$ cat config.mk
export PLATFORM = sky130hd
export DESIGN_NAME = sdram_spacing_guard
export DESIGN_NICKNAME = d
export VERILOG_FILES = /design/src/rtl/sdg_pkg.sv /design/src/rtl/sdg_cfg_reg.sv /design/src/rtl/sdg_gap_timer.sv /design/src/rtl/sdram_spacing_guard.sv
export SDC_FILE = /design/constraint.sdc
export NUM_CORES = 1
export LEC_CHECK = 0
export BUFFER_PORTS_ARGS = -buffer_cell sky130_fd_sc_hd__buf_2
export CELL_PAD_IN_SITES_DETAIL_PLACEMENT = 1
export CELL_PAD_IN_SITES_GLOBAL_PLACEMENT = 2
export CORE_MARGIN = 1
export CORE_UTILIZATION = 24
export CTS_CLUSTER_DIAMETER = 30
export DETAILED_ROUTE_END_ITERATION = 12
export PLACE_DENSITY_LB_ADDON = 0.15
export SLEW_MARGIN = 40
export SYNTH_ARGS = -nofsm -noshare
export SYNTH_HDL_FRONTEND = slang
export SYNTH_SLANG_ARGS = --single-unit
$ cat constraint.sdc
create_clock -name clk -period 2.8 [get_ports clk]
set_clock_uncertainty 0.15 [all_clocks]
set_input_delay 0.84 -clock clk [delete_from_list [all_inputs] [get_ports clk]]
set_output_delay 0.84 -clock clk [all_outputs]
set_load 0.1 [all_outputs]
$ cat src/rtl/sdg_pkg.sv
package sdg_pkg;
  localparam int REG_W     = 32;
  localparam int DPL_BIT   = 8;
  localparam int RAS_LSB   = 4;
  localparam int RP_LSB    = 0;
  localparam logic [REG_W-1:0] RESET_VAL  = 32'h0000_0142;
  localparam logic [REG_W-1:0] STORE_MASK = 32'h0000_0173;

  // active-to-precharge: legal codes 0..4 -> 4..8 clocks, others clamp to 8
  function automatic int ras_clocks(input logic [2:0] code);
    return (code <= 3'd4) ? 4 + int'(code) : 8;
  endfunction

  // precharge-to-active: legal codes 0..2 -> 2..4 clocks, code 3 clamps to 4
  function automatic int rp_clocks(input logic [1:0] code);
    return (code <= 2'd2) ? 2 + int'(code) : 4;
  endfunction

  // last write beat to precharge: 1 or 2 clocks
  function automatic int dpl_clocks(input logic sel);
    return sel ? 2 : 1;
  endfunction
endpackage

$ cat src/rtl/sdg_cfg_reg.sv
module sdg_cfg_reg
  import sdg_pkg::*;
(
  input  logic             clk,
  input  logic             rst,
  input  logic             we,
  input  logic [REG_W-1:0] wdata,
  output logic [REG_W-1:0] rdata,
  output logic             dpl_sel,
  output logic [2:0]       ras_code,
  output logic [1:0]       rp_code
);
  logic [REG_W-1:0] store_q;

  always_ff @(posedge clk) begin
    if (rst)     store_q <= RESET_VAL;
    else if (we) store_q <= wdata & STORE_MASK;
  end

  assign rdata    = store_q;
  assign dpl_sel  = store_q[DPL_BIT];
  assign ras_code = store_q[RAS_LSB +: 3];
  assign rp_code  = store_q[RP_LSB +: 2];
endmodule

$ cat src/rtl/sdg_gap_timer.sv
module sdg_gap_timer #(
  parameter int CNT_W = 4
) (
  input  logic             clk,
  input  logic             rst,
  input  logic             start,
  input  logic [CNT_W-1:0] len,
  output logic             ready
);
  logic [CNT_W-1:0] cnt_q, cnt_nx;

  always_comb begin
    if (start)             cnt_nx = len - CNT_W'(1);
    else if (cnt_q != '0)  cnt_nx = cnt_q - CNT_W'(1);
    else                   cnt_nx = '0;
  end

  always_ff @(posedge clk) begin
    if (rst) begin
      cnt_q <= '0;
      ready <= 1'b1;
    end else begin
      cnt_q <= cnt_nx;
      ready <= (cnt_nx == '0);
    end
  end
endmodule

$ cat src/rtl/sdram_spacing_guard.sv
module sdram_spacing_guard
  import sdg_pkg::*;
#(
  parameter int CNT_W = 4
) (
  input  logic             clk,
  input  logic             rst,
  input  logic             cfg_we,
  input  logic [REG_W-1:0] cfg_wdata,
  output logic [REG_W-1:0] cfg_rdata,
  input  logic             act_req,
  output logic             act_ready,
  input  logic             wr_beat,
  input  logic             pre_req,
  output logic             pre_ready
);
  localparam int N_TIMERS = 3;
  localparam int T_RAS = 0;
  localparam int T_DPL = 1;
  localparam int T_RP  = 2;

  logic       dpl_sel;
  logic [2:0] ras_code;
  logic [1:0] rp_code;

  logic [N_TIMERS-1:0] start;
  logic [N_TIMERS-1:0] done;
  logic [CNT_W-1:0]    len [N_TIMERS];

  sdg_cfg_reg u_cfg (
    .clk(clk), .rst(rst), .we(cfg_we), .wdata(cfg_wdata), .rdata(cfg_rdata),
    .dpl_sel(dpl_sel), .ras_code(ras_code), .rp_code(rp_code)
  );

  // lengths come from the register as it stands before any write in this cycle
  assign start[T_RAS] = act_req & act_ready;
  assign start[T_DPL] = wr_beat;
  assign start[T_RP]  = pre_req & pre_ready;
  assign len[T_RAS]   = CNT_W'(ras_clocks(ras_code));
  assign len[T_DPL]   = CNT_W'(dpl_clocks(dpl_sel));
  assign len[T_RP]    = CNT_W'(rp_clocks(rp_code));

  for (genvar i = 0; i < N_TIMERS; i++) begin : g_timer
    sdg_gap_timer #(.CNT_W(CNT_W)) u_tmr (
      .clk(clk), .rst(rst), .start(start[i]), .len(len[i]), .ready(done[i])
    );
  end

  assign act_ready = done[T_RP];
  assign pre_ready = done[T_RAS] & done[T_DPL];
endmodule

## Word-level counts from Yosys, hierarchy flattened

Index checks and enable logic that the tools add are counted.

| storage, ports and cells | value |
|---|---|
| bits in registers | 21 |
| input bits | 38 |
| output and inout bits | 34 |
| logic and storage cells | 35 |

| cells by class | value |
|---|---|
| add/subtract/negate cells | 8 |
| magnitude comparators | 2 |
| multiplexer cells | 9 |
| bitwise operators | 3 |
| reduce and logical (&&, ||, !) cells | 6 |

Operators by type and width:

| kind | number |
|---|---|
| two-way mux 4 bit | 7 |
| subtractor 4 x 1 -> 4 bit (second input constant) | 4 |
| logical NOT 4 bit | 3 |
| nonzero test 4 bit | 3 |
| adder 3 x 3 -> 4 bit (first input constant) | 1 |
| subtractor 3 x 1 -> 4 bit (second input constant) | 1 |
| adder 2 x 2 -> 3 bit (first input constant) | 1 |
| bitwise AND 1 bit | 3 |
| less-or-equal comparator 3 bit (second input constant) | 1 |
| two-way mux 3 bit | 1 |
| subtractor 2 x 1 -> 3 bit (second input constant) | 1 |
| less-or-equal comparator 2 bit (second input constant) | 1 |
| two-way mux 2 bit | 1 |

## Longest topological paths before layout

Gate-level depths: netlist of run 1.

| depth | value |
|---|---|
| word-level depth | 5 |
| gate-level depth with buffers | 5 |
| gate-level depth less buffers | 5 |

## Hierarchy

From an unflattened synthesis of run 1, not the netlist that was laid out.

| unflattened totals | value |
|---|---|
| cells, all modules | 160 |
| area total of the unflattened synthesis | 1,302.5 µm² |

By module, submodules not included:

| module | times used | cells an instance | area an instance (µm²) | seq. area each (µm²) |
|---|---|---|---|---|
| sdg_gap_timer | 3 | 32 | 257.7 | 100.1 |
| sdg_cfg_reg | 1 | 52 | 469.2 | 120.1 |
| sdram_spacing_guard | 1 | 12 | 60.1 | 0.0 |

## Least setup slack after synthesis of run 1

No wires, ideal clock.

| timing | value |
|---|---|
| path type | reg-to-reg |
| start | reg u_cfg.store_q[6], in the netlist u_cfg.rdata[6] |
| end | reg g_timer[0].u_tmr.ready |
| setup time | 131 ps |
| arrival | 1,853 ps |
| data required time | 2,519 ps |
| path slack | 665 ps |
| cell stages (with the launch flop) | 5 |
| path buffers | 0 |
| clock period less this slack | 2,135 ps |
| cells stage by stage | dfxtp_1 > nand2b_1 > ha_1 > a221oi_1 > nor4_2 |

| on the way | value |
|---|---|
| word-level cells in the longest chain between the ends | 5 |
| elaborated cells between the ends (all ways) | 6 |
| classes of those cells | add/sub: 2; order compare: 1; mux: 2; reduce/logical: 1 |

Ends and longest elaborated chain:

| what | RTL line | text |
|---|---|---|
| start: declaration | sdg_cfg_reg.sv:13 | `logic [REG_W-1:0] store_q;` |
| start signal: assignment | sdg_cfg_reg.sv:17 | `else if (we) store_q <= wdata & STORE_MASK;` |
| adder 3 x 3 -> 4 bit / less-or-equal comparator 3 bit (equally long branches) | sdg_pkg.sv:11 | `return (code <= 3'd4) ? 4 + int'(code) : 8;` |
| two-way mux 4 bit (*) | sdg_pkg.sv:11 |  |
| subtractor 4 x 1 -> 4 bit (*) | sdg_gap_timer.sv:13 | `if (start) cnt_nx = len - CNT_W'(1);` |
| two-way mux 4 bit (*) | sdg_gap_timer.sv:13 |  |
| logical NOT 4 bit (*) | sdg_gap_timer.sv:24 | `ready <= (cnt_nx == '0);` |
| end signal: assignment | sdg_gap_timer.sv:24 |  |
| end: declaration | sdg_gap_timer.sv:8 | `output logic ready` |

Mark *: on every way between the ends. The rest lies on a longest branch, timed or not.
A chain may end at the register's enable or synchronous reset.

## Worst setup path after layout of run 1

| timing | value |
|---|---|
| start | reg g_timer[0].u_tmr.ready |
| end | out pre_ready |

| on the way | value |
|---|---|
| word-level cells in the longest chain between the ends | 1 |

Ends and longest elaborated chain:

| what | RTL line | text |
|---|---|---|
| bitwise AND 1 bit | sdram_spacing_guard.sv:50 | `assign pre_ready = done[T_RAS] & done[T_DPL];` |
| end: declaration | sdram_spacing_guard.sv:15 | `output logic pre_ready` |

Every way passes these cells.

==> metrics.md, run 1 <==
| Metric | Value |
|---|---|
| Starting DRT DRC Count | 42 |
| Synthesis Warnings | 0 |
| Largest family of logic cells by synthesized area | buffers and inverters |
| Tot Pwr | 0.8931 mW |
| H-tree depth | 1 |
| Buf/Inv on CP | 1 |
| Worst Path Required | 1.81 ns |
| Combinational Power Share | 38.5% |
| Root Buffer | clkbuf_8 |
| Gp weighted congestion | 0.6613 |
| P&R area growth vs syn | 6.215% |
| CP max FO | 2 |
| Synth Area in Compound Gates | 10.21% |
| Max Clk Rate | 460.7 MHz |
| Max Cap Viol | 0 |
| Worst skew pair latency | 0.25 ns |
| Number of port buffers | 19 |
| Final setup violating endpoints | 0 |
| Worst setup margin | 0.6294 ns |
| Max incr delay on CP | 0.43 ns |
| GRT Residual Overflow | 0 |
| Synth Area in Adders | 3.330% |
| Largest net degree at the start of global routing | 14 |
| WS Path Type | flip-flop to output port |
| First-pass GRT wire length | 3.484 mm |
| Util after Layout | 26.94% |
| XOR/XNOR share of the synthesized area | 2.331% |
| Post-synth top area share | 37.29% |
| Core Box Area | 0.004444 mm2 |
| Initial core utilization | 25.37% |
| Die height | 70.54 um |
| # IOs | 72 |
| Worst min-delay path endpoint | g_timer[2].u_tmr.cnt_q[2] |
| Worst setup SP type | flip-flop |
| Die Wd | 70.54 um |
| Int Pwr | 0.4853 mW |
| VDD IR max | 203.3 uV |
| Drt via density | 4.174 |
| Dominant synthesized flop cell | dfxtp_1 |
| Clock Path Buffers | 2 |
| Fin. Hold Viols | 0 |
| Routed WL | 2.162 mm |
| Net Sw Frac | 45.66% |
| Post-synth ARST share | 0% |
| Simple-Gate Fraction of Synth Area | 19.87% |
| Gate Count Post-Synth | 120 |
| Fin crit share | 77.52% |
| Full die area | 0.004975 mm2 |
| Status | complete, but fails checks |
| Setup Total Neg Slack | 0 ns |
| Failing checks | design-rule violations |
| Leakage | 0.5277 nW |
| Delay-heaviest family, CP | buffers and inverters |
| WHS Path Cells | 2 |
| Most common cell in the synthesized netlist | buf_4 |
| Tmin final | 2.171 ns |
| DP HPWL | 1.751 mm |
| Clk slew on worst S/H paths | 0.07 ns |
| Crit path DAT | 1.18 ns |
| Sequential power share | 39.5% |
| Power density over the cells | 745.8 mW/mm2 |
| Worst r2r dst | g_timer[0].u_tmr.ready |
| P_sw | 0.4078 mW |
| Vias in the first global route | 757 |
| Num CTS Buffers | 3 |
| Critical path cell sequence | and2_1 > buf_2 |
| Unrepaired setup endpoints after global routing | no |
| Max Slew Vio Count | 0 |
| Hold Path Origin | g_timer[2].u_tmr.cnt_q[3] |
| Clk sink count | 21 |
| Pre-CTS setup slack | 0.7916 ns |
| Mapped Area | 0.001127 mm2 |
| CP max-delay cell | buf_2 |
| Worst R2R Path Depth | 4 |
| Wirelength per Cell | 11.38 um |
| Clk pwr share | 22.0% |
| Hold_buf cts | 0 |
| Via count | 793 |
| Seq/Total Area, Yosys | 37.29% |
| DRC | 8 |
| Antenna cells | 0 |
| Reg2reg start | u_cfg.rdata[6] |
| Detail Route Antenna Nets | 0 |
| Yosys cell types | 38 |
| Resized cells post-CTS | 0 |
| Setup crit end kind | output port |
| 1st-pass router iterations | 7 |
| Post-CTS Setup Bufs | 0 |
| Initial antenna violation count | 0 |
| EDFF count, synth | 0 |
| All-Layer GR Usage | 8.954% |
| # nets final | 180 |
| Yosys top cell by area | dfxtp_1 |
| Hold WC Path Type | flip-flop to flip-flop |
| Register bit count reported by yosys | 21 |
| Top cells by area, synth | dfxtp_1 37%, buf_4 18%, mux2i_1 5.3% |
| Worst setup path startpoint | g_timer[0].u_tmr.ready |
| Commonest cells in the netlist | 27 x buf_4, 21 x dfxtp_1, 10 x nor2_1 |
| Mux cell area share after synthesis | 5.327% |
| R2r setup slk | 1.19 ns |
| TritonCTS clock tree | done |
| Rows | 24 |
| Layout cells sized above 1 | 22.46% |
| Synthesized area per cell | 9.394 um2 |
cell type report:
class	count	area, um2
clock buffers	4	45.04
fillers	534	3247
inverters	3	11.26
multi-input cells	91	560.5
flip-flops and latches	21	420.4
well taps	52	65.06
repair buffers	19	95.09
power groups by stage:
stage / Clock, mW / Sequential (mW) / Combinational (mW)
CTS: 0.206 / 0.354 / 0.345
finish: 0.196 / 0.353 / 0.344
global placement: 0 / 0.359 / 0.342
global route: 0.221 / 0.358 / 0.361
floorplan: 0 / 0.403 / 0.295
detailed placement: 0 / 0.361 / 0.345
layer usage:
layer	up-vias	track usage [%]	wire length (um)
met5	-	0	0
met2	26	15.10	1028
met3	2	1.852	120
met4	0	4.000	14
met1	370	11.06	999
li1	395	-	-
worst max-delay path by stage:
stage / cells after the start / slack, ns / end
final: 2 / 0.63 / pre_ready
after global routing: 2 / 0.55 / pre_ready
after CTS: 2 / 0.61 / pre_ready
after detailed placement: 5 / 0.79 / g_timer[0].u_tmr.ready
after global placement: 5 / 0.82 / g_timer[2].u_tmr.ready
after floorplan: 4 / 0.67 / g_timer[0].u_tmr.ready
cell usage in the layout, fill, tap and decap left out, drive strengths merged, types with 2 or more instances in the layout:
cell type / instances
conb: 26
o21ai: 4
nor2: 10
nand2b: 3
nand3: 2
dfxtp: 21
ha: 3
inv: 3
mux2i: 6
o21a: 2
nor4: 2
nand2: 6
buf: 19
a21oi: 2
nor3: 7
xnor2: 2
nor4b: 2
and2: 2
clkbuf: 4
registers in the layout, summed over array words and instances (netlist names):
| register | flops |
|---|---|
| u_cfg.rdata | 6 |
| g_timer.u_tmr.cnt_q | 12 |
| g_timer.u_tmr.ready | 3 |
tightest hold or removal path, cell delays in order, from the launching register on:
cell and delay, ns:
dfxtp_1 0.34, nand2_1 0.07, a21boi_0 0.08
cells by family after synthesis:
logic type,count (synthesis)
adders and majority gates,3
buffers and inverters,33
AOI/OAI and AO/OA,16
xor gates and xnor gates,3
muxes,6
DFF,21
and+or+nand+nor,37
other,1
stage by stage:
stage	cells	cell area, um2	hold slack (ns)
after floorplan	145	1221	0.3150
after global placement	186	1152	0.3416
after detailed placement	186	1152	0.3807
after CTS	190	1197	0.3971
after global routing	190	1197	0.4219
final	190	1197	0.3862
(Power assumes the default switching activity.)
==> run 2, diff against run 1 <==
--- a/config.mk
+++ b/config.mk
@@ -5,11 +5,12 @@
 export SDC_FILE = /design/constraint.sdc
 export NUM_CORES = 1
 export LEC_CHECK = 0
+export ABC_AREA = 1
 export BUFFER_PORTS_ARGS = -buffer_cell sky130_fd_sc_hd__buf_2
 export CELL_PAD_IN_SITES_DETAIL_PLACEMENT = 1
 export CELL_PAD_IN_SITES_GLOBAL_PLACEMENT = 2
 export CORE_MARGIN = 1
-export CORE_UTILIZATION = 24
+export CORE_UTILIZATION = 21
 export CTS_CLUSTER_DIAMETER = 30
 export DETAILED_ROUTE_END_ITERATION = 12
 export PLACE_DENSITY_LB_ADDON = 0.15
==> constraint.sdc (replaced) <==
create_clock -name clk -period 2.2 [get_ports clk]
set_clock_uncertainty 0.15 [all_clocks]
set_input_delay 0.66 -clock clk [delete_from_list [all_inputs] [get_ports clk]]
set_output_delay 0.66 -clock clk [all_outputs]
set_load 0.1 [all_outputs]
==> metrics.md, run 2 <==
| Metric | Value |
|---|---|
| Status | completed |
| Post-synth top area share | 35.41% (-1.9 points) |
| Vias in the first global route | 899 (+19%) |
| Clock Path Buffers | 2 (unchanged) |
| Dominant synthesized flop cell | dfxtp_1 |
| Fin. Hold Viols | 0 (unchanged) |
| Clk slew on worst S/H paths | 0.08 ns (about the same) |
| Seq/Total Area, Yosys | 35.41% (-1.9 points) |
| Fin crit share | 89.82% |
| Worst R2R Path Depth | 7 (+3) |
| Num CTS Buffers | 3 (unchanged) |
| Starting DRT DRC Count | 34 (-19%) |
| Die height | 77.20 um (+9.4%) |
| Die Wd | 77.20 um (+9.4%) |
| Synthesis Warnings | 0 (unchanged) |
| Area of the multi-input gates | 571.8 um2 (+2.0%) |
| DRC | 0 (-8) |
| Leakage | 0.6763 nW (+28%) |
| Clk sink count | 21 (unchanged) |
| Max Cap Viol | 0 (unchanged) |
| Fillers | 713 (+34%) |
| Setup crit end kind | output port |
| Post-CTS Setup Bufs | 0 (unchanged) |
| Yosys top cell by area | dfxtp_1 |
| Routed WL | 2.495 mm (+15%) |
| Initial antenna violation count | 0 (unchanged) |
| # IOs | 72 (unchanged) |
| Hold_buf cts | 0 (unchanged) |
| Reg2reg start | u_cfg.rdata[4] |
| Synthesized area per cell | 7.240 um2 (-23%) |
| Post-synth ARST share | 0% (unchanged) |
| Register bit count reported by yosys | 21 (unchanged) |
| Unrepaired setup endpoints after global routing | no |
| Mapped Area | 0.001187 mm2 (+5.3%) |
| R2r setup slk | 0.69 ns (-0.50 ns) |
| CP max-delay cell | buf_2 |
| Worst skew pair latency | 0.27 ns (+0.02 ns) |
| WHS Path Cells | 2 (unchanged) |
| Register cell area after layout | 420.4 um2 (unchanged) |
| DP HPWL | 2.060 mm (+18%) |
| Antenna cells | 0 (unchanged) |
| 1st-pass router iterations | 2 (-5) |
| Core Box Area | 0.005473 mm2 (+23%) |
| # nets final | 226 (+26%) |
| Layout cells sized above 1 | 17.39% (-5.1 points) |
| EDFF count, synth | 0 (unchanged) |
| Hold Path Origin | u_cfg.rdata[8] |
| VDD IR max | 426.7 uV (+110%) |
| Full die area | 0.005959 mm2 (+20%) |
| All-Layer GR Usage | 8.871% (-0.083 points) |
| First-pass GRT wire length | 4.015 mm (+15%) |
| Root Buffer | clkbuf_8 |
| Power density over the cells | 1068 mW/mm2 (+43%) |
| Buf/Inv on CP | 2 (+1) |
| Rows | 27 (+13%) |
| Minimum hold slack | 0.3535 ns (-0.03270 ns) |
| Gate Count Post-Synth | 164 (+37%) |
| P&R area growth vs syn | 9.379% |
| WS Path Type | flip-flop to output port |
| Final setup violating endpoints | 0 (unchanged) |
| Worst setup margin | 0.2239 ns (-0.4055 ns) |
| Gp weighted congestion | 0.6913 (+4.5%) |
| Yosys cell types | 23 (-39%) |
| Critical path cell sequence | nand2_1 > inv_1 > buf_2 |
| Largest register FFs | 12 (unchanged) |
| Resized cells post-CTS | 0 (unchanged) |
| Commonest cells in the netlist | 37 x nand2_1, 27 x buf_4, 21 x dfxtp_1 |
| CP max FO | 2 (unchanged) |
| H-tree depth | 1 (unchanged) |
| Tot Pwr | 1.387 mW (+55%) |
| Delay-heaviest family, CP | buffers and inverters |
| Biggest register | g_timer.u_tmr.cnt_q |
| GRT Residual Overflow | 0 (unchanged) |
| Most frequent cells in the layout | 37 x nand2_1, 26 x conb_1, 21 x dfxtp_1 |
| Max Clk Rate | 506.0 MHz |
| Max Slew Vio Count | 0 (unchanged) |
| TritonCTS clock tree | done |
| Initial core utilization | 21.70% (-3.7 points) |
| Largest net degree at the start of global routing | 13 (-1) |
| Worst setup SP type | flip-flop |
| Max incr delay on CP | 0.43 ns (about the same) |
| Tmin final | 1.976 ns |
| Top cells by area, synth | dfxtp_1 35%, buf_4 17%, nand2_1 12% |
| Worst min-delay path endpoint | u_cfg.rdata[8] |
| Crit path DAT | 1.17 ns (about the same) |
| Hold WC Path Type | flip-flop to flip-flop |
| Setup Total Neg Slack | 0 ns (unchanged) |
| Worst r2r dst | g_timer[0].u_tmr.ready |
| Worst Path Required | 1.39 ns (-0.42 ns) |
| Most common cell in the synthesized netlist | nand2_1 |
| Via count | 937 (+18%) |
| Drt via density | 3.660 (-12%) |
| Detail Route Antenna Nets | 0 (unchanged) |
| Number of port buffers | 19 (unchanged) |
| Most common cell after layout, fill and taps aside | nand2_1 |
| Wirelength per Cell | 9.746 um (-14%) |
| Pre-CTS setup slack | 0.5026 ns (-0.2889 ns) |
==> run 2: cell types whose count changed in the layout (fill, tap and decap cells not counted), moves of 2 or more <==
cell      before  now
nor2_2         0    2
nand2b_1       2    0
mux2i_1        6    0
nand3_1        1   12
o21ai_0        4    9
nor2_1        10   20
nor3_1         6    0
nand2_1        6   37
inv_1          3   16
o21ai_1        0    2
o21a_1         2    0
==> run 2: worst register-to-register path: cells and delay by family (launching register included) <==
family | cells | cell delay [ns]
DFF | 1 | 0.36
AOI/OAI and AO/OA | 2 | 0.28
and+or+nand+nor | 3 | 0.28
adders and majority gates | 1 | 0.21
xor gates and xnor gates | 1 | 0.14
==> run 2: report_power, final <==
group / internal, mW / total [mW] / leakage, nW / switching [mW]
combinational: 0.118 / 0.646 / 0.477 / 0.527
sequential: 0.438 / 0.480 / 0.174 / 0.0424
clock: 0.126 / 0.261 / 0.0255 / 0.135
==> run 2: through the flow <==
| stage | util [%] | cells | cell area, um2 |
|---|---|---|---|
| 2_1_floorplan | - | 189 | 1281 |
| 3_3_place_gp | 22.89 | 252 | 1252 |
| 3_5_place_dp | 22.89 | 252 | 1252 |
| 4_1_cts | 23.73 | 256 | 1299 |
| 5_1_grt | 23.73 | 256 | 1299 |
| 6_report | 23.73 | 256 | 1299 |
==> run 2: cell families after synthesis <==
logic type / count (synthesis) / synth area share [%]
buf+inv: 46 / 24.34
compound gates: 16 / 8.008
simple gates: 75 / 27.29
other cells: 1 / 0.3158
flops: 21 / 35.41
fa+ha+maj: 3 / 3.162
xor+xnor: 2 / 1.476
==> run 2: final cells by class <==
| type | count | share of cell area, % |
|---|---|---|
| timing repair buffer | 19 | 7.322 |
| multi-input combinational | 122 | 44.03 |
| clock buffer | 3 | 3.179 |
| inverter | 18 | 5.780 |
| sequential | 21 | 32.37 |
| clock inverter | 1 | 0.3854 |
| tap | 72 | 6.936 |
==> run 2: how the worst max path moves through the flow <==
stage / startpoint / endpoint / slack, ns / cells after the start
6_report: g_timer[1].u_tmr.ready / pre_ready / 0.22 / 3
5_1_grt: g_timer[1].u_tmr.ready / pre_ready / 0.17 / 3
4_1_cts: g_timer[1].u_tmr.ready / pre_ready / 0.20 / 3
3_5_place_dp: g_timer[1].u_tmr.ready / pre_ready / 0.50 / 3
3_3_place_gp: rst / g_timer[1].u_tmr.ready / 0.51 / 7
2_1_floorplan: u_cfg.rdata[4] / g_timer[0].u_tmr.ready / 0.14 / 7
==> run 2: layer usage <==
layer	vias up	GRT usage [%]	share of wire [%]
li1	493	-	-
met1	422	9.124	42
met2	18	15.31	50
met3	4	3.333	5.5
met4	0	5.094	2.1
met5	-	0	0
==> run 3, diff against run 2 <==
--- a/config.mk
+++ b/config.mk
@@ -13,7 +13,7 @@
 export CORE_UTILIZATION = 21
 export CTS_CLUSTER_DIAMETER = 30
 export DETAILED_ROUTE_END_ITERATION = 12
-export PLACE_DENSITY_LB_ADDON = 0.15
+export PLACE_DENSITY_LB_ADDON = 0.1
 export SLEW_MARGIN = 40
 export SYNTH_ARGS = -nofsm -noshare
 export SYNTH_HDL_FRONTEND = slang
==> metrics.md, run 3 (synthesized netlist as in run 2, its figures left out) <==
| Metric | Value |
|---|---|
| Setup Total Neg Slack | 0 ns (unchanged) |
| Core Box Area | 0.005473 mm2 (unchanged) |
| CP max FO | 2 (unchanged) |
| Sequential power share | 34.5% (about the same) |
| Unrepaired setup endpoints after global routing | no |
| Root Buffer | clkbuf_8 |
| P&R area growth vs syn | 9.589% |
| VDD IR max | 255.2 uV (-40%) |
| Clock Path Buffers | 2 (unchanged) |
| Most frequent cells in the layout | 37 x nand2_1, 26 x conb_1, 21 x dfxtp_1 |
| Combinational Power Share | 46.6% (about the same) |
| Largest register FFs | 12 (unchanged) |
| Clk sink count | 21 (unchanged) |
| Vias in the first global route | 1,021 (+14%) |
| Initial antenna violation count | 0 (unchanged) |
| Net Sw Frac | 50.79% (about the same) |
| Worst Path Required | 1.39 ns (about the same) |
| DRC | 0 (unchanged) |
| Worst r2r dst | g_timer[0].u_tmr.ready |
| Tmin final | 1.975 ns (-0.001157 ns) |
| Max Cap Viol | 0 (unchanged) |
| Max Clk Rate | 506.3 MHz (about the same) |
| First-pass GRT wire length | 4.374 mm (+8.9%) |
| Fin crit share | 89.77% (about the same) |
| P_sw | 0.7058 mW (+0.23%) |
| Max Slew Vio Count | 0 (unchanged) |
| Worst setup path endpoint | pre_ready |
| Die height | 77.20 um (unchanged) |
| Setup crit end kind | output port |
| Initial core utilization | 21.70% (unchanged) |
| Int Pwr | 0.6839 mW (+0.18%) |
| Routed WL | 2.534 mm (+1.6%) |
| Worst R2R Path Depth | 7 (unchanged) |
| H-tree depth | 1 (unchanged) |
| Antenna cells | 0 (unchanged) |
| Rows | 27 (unchanged) |
| Power density over the cells | 1068 mW/mm2 (about the same) |
| # nets final | 226 (unchanged) |
| Starting DRT DRC Count | 22 (-35%) |
| Worst setup path startpoint | g_timer[0].u_tmr.ready |
| Tot Pwr | 1.390 mW (+0.20%) |
| Via count | 952 (+1.6%) |
| Full die area | 0.005959 mm2 (unchanged) |
| All-Layer GR Usage | 9.256% (+0.39 points) |
| Worst skew pair latency | 0.26 ns (about the same) |
| Biggest register | g_timer.u_tmr.cnt_q |
| DP HPWL | 2.129 mm (+3.4%) |
| Num CTS Buffers | 3 (unchanged) |
| Crit path DAT | 1.16 ns (about the same) |
| Die Wd | 77.20 um (unchanged) |
| Detail Route Antenna Nets | 0 (unchanged) |
| Final setup violating endpoints | 0 (unchanged) |
| Layout cells sized above 1 | 17.39% (unchanged) |
| TritonCTS clock tree | done |
| Wirelength per Cell | 9.898 um (+1.6%) |
| Placed Instances | 252 (unchanged) |
| Fin. Hold Viols | 0 (unchanged) |
| R2r setup slk | 0.70 ns (about the same) |
| 1st-pass router iterations | 3 (+1) |
| Minimum hold slack | 0.3435 ns (-0.009994 ns) |
| Gp weighted congestion | 0.7098 (+2.7%) |
| Number of port buffers | 19 (unchanged) |
| Largest net degree at the start of global routing | 14 (+1) |
| Status | completed |
| Resized cells post-CTS | 0 (unchanged) |
| Drt via density | 3.719 (+1.6%) |
| Reg2reg start | u_cfg.rdata[4] |
| Worst setup SP type | flip-flop |
| GRT Residual Overflow | 0 (unchanged) |
| Clk pwr share | 18.9% (about the same) |
| Clk slew on worst S/H paths | 0.08 ns (about the same) |
| Post-CTS Setup Bufs | 0 (unchanged) |
| Hold_buf cts | 0 (unchanged) |
| Leakage | 0.6726 nW (-0.56%) |
| Hold WC Path Type | flip-flop to flip-flop |
| WS Path Type | flip-flop to output port |
| # IOs | 72 (unchanged) |
| Most common cell after layout, fill and taps aside | nand2_1 |
| Finished Layout Cells | 256 (unchanged) |
-- run 3: changes by cell type in the layout (fill, tap and decap cells not counted) --
cell / previous run / this run
clkinv_2: 1 / 0
clkinvlp_4: 0 / 1
-- run 3: cell type report --
class,count,area (um2)
tap,72,90.09
timing repair buffer,19,95.09
multi-input combinational,122,571.8
clock inverter,1,7.507
inverter,18,75.07
fill,690,4172
sequential,21,420.4
clock buffer,3,41.29
-- run 3: power groups by stage --
stage	Combinational, mW	Clock [mW]	Sequential (mW)
6_report	0.647	0.263	0.480
3_5_place_dp	0.656	0	0.490
4_1_cts	0.658	0.284	0.481
3_3_place_gp	0.646	0	0.490
2_1_floorplan	0.507	0	0.578
5_1_grt	0.709	0.305	0.491
-- run 3: routing by layer --
layer  routed length [um]  up-vias  GRT usage (%)
met2                 1338       17          16.64
met1                 1080      439          10.44
met3                   98        2          1.905
met4                   17        0          3.962
met5                    0        -              0
li1                     -      494              -
-- run 3: worst min path at each step --
stage / startpoint / to / slack (ns) / depth (start not counted)
floorplan: u_cfg.rdata[8] / u_cfg.rdata[8] / 0.30 / 2
global placement: u_cfg.rdata[8] / u_cfg.rdata[8] / 0.32 / 2
detailed placement: u_cfg.rdata[8] / u_cfg.rdata[8] / 0.33 / 2
CTS: u_cfg.rdata[8] / u_cfg.rdata[8] / 0.35 / 2
global route: u_cfg.rdata[8] / u_cfg.rdata[8] / 0.37 / 2
finish: u_cfg.rdata[8] / u_cfg.rdata[8] / 0.34 / 2
-- run 3: critical path, cell delays in order (launching register included) --
cell and delay [ns]:
dfxtp_1 0.32, nand2_1 0.08, inv_1 0.08, buf_2 0.42
-- run 3: metrics by stage --
stage	setup WS (ns)	util, %	area [um2]
6_report	0.2250	23.78	1301
5_1_grt	0.1288	23.78	1301
4_1_cts	0.1995	23.78	1301
3_5_place_dp	0.5167	22.89	1252
3_3_place_gp	0.5122	22.89	1252
2_1_floorplan	0.1419	-	1281
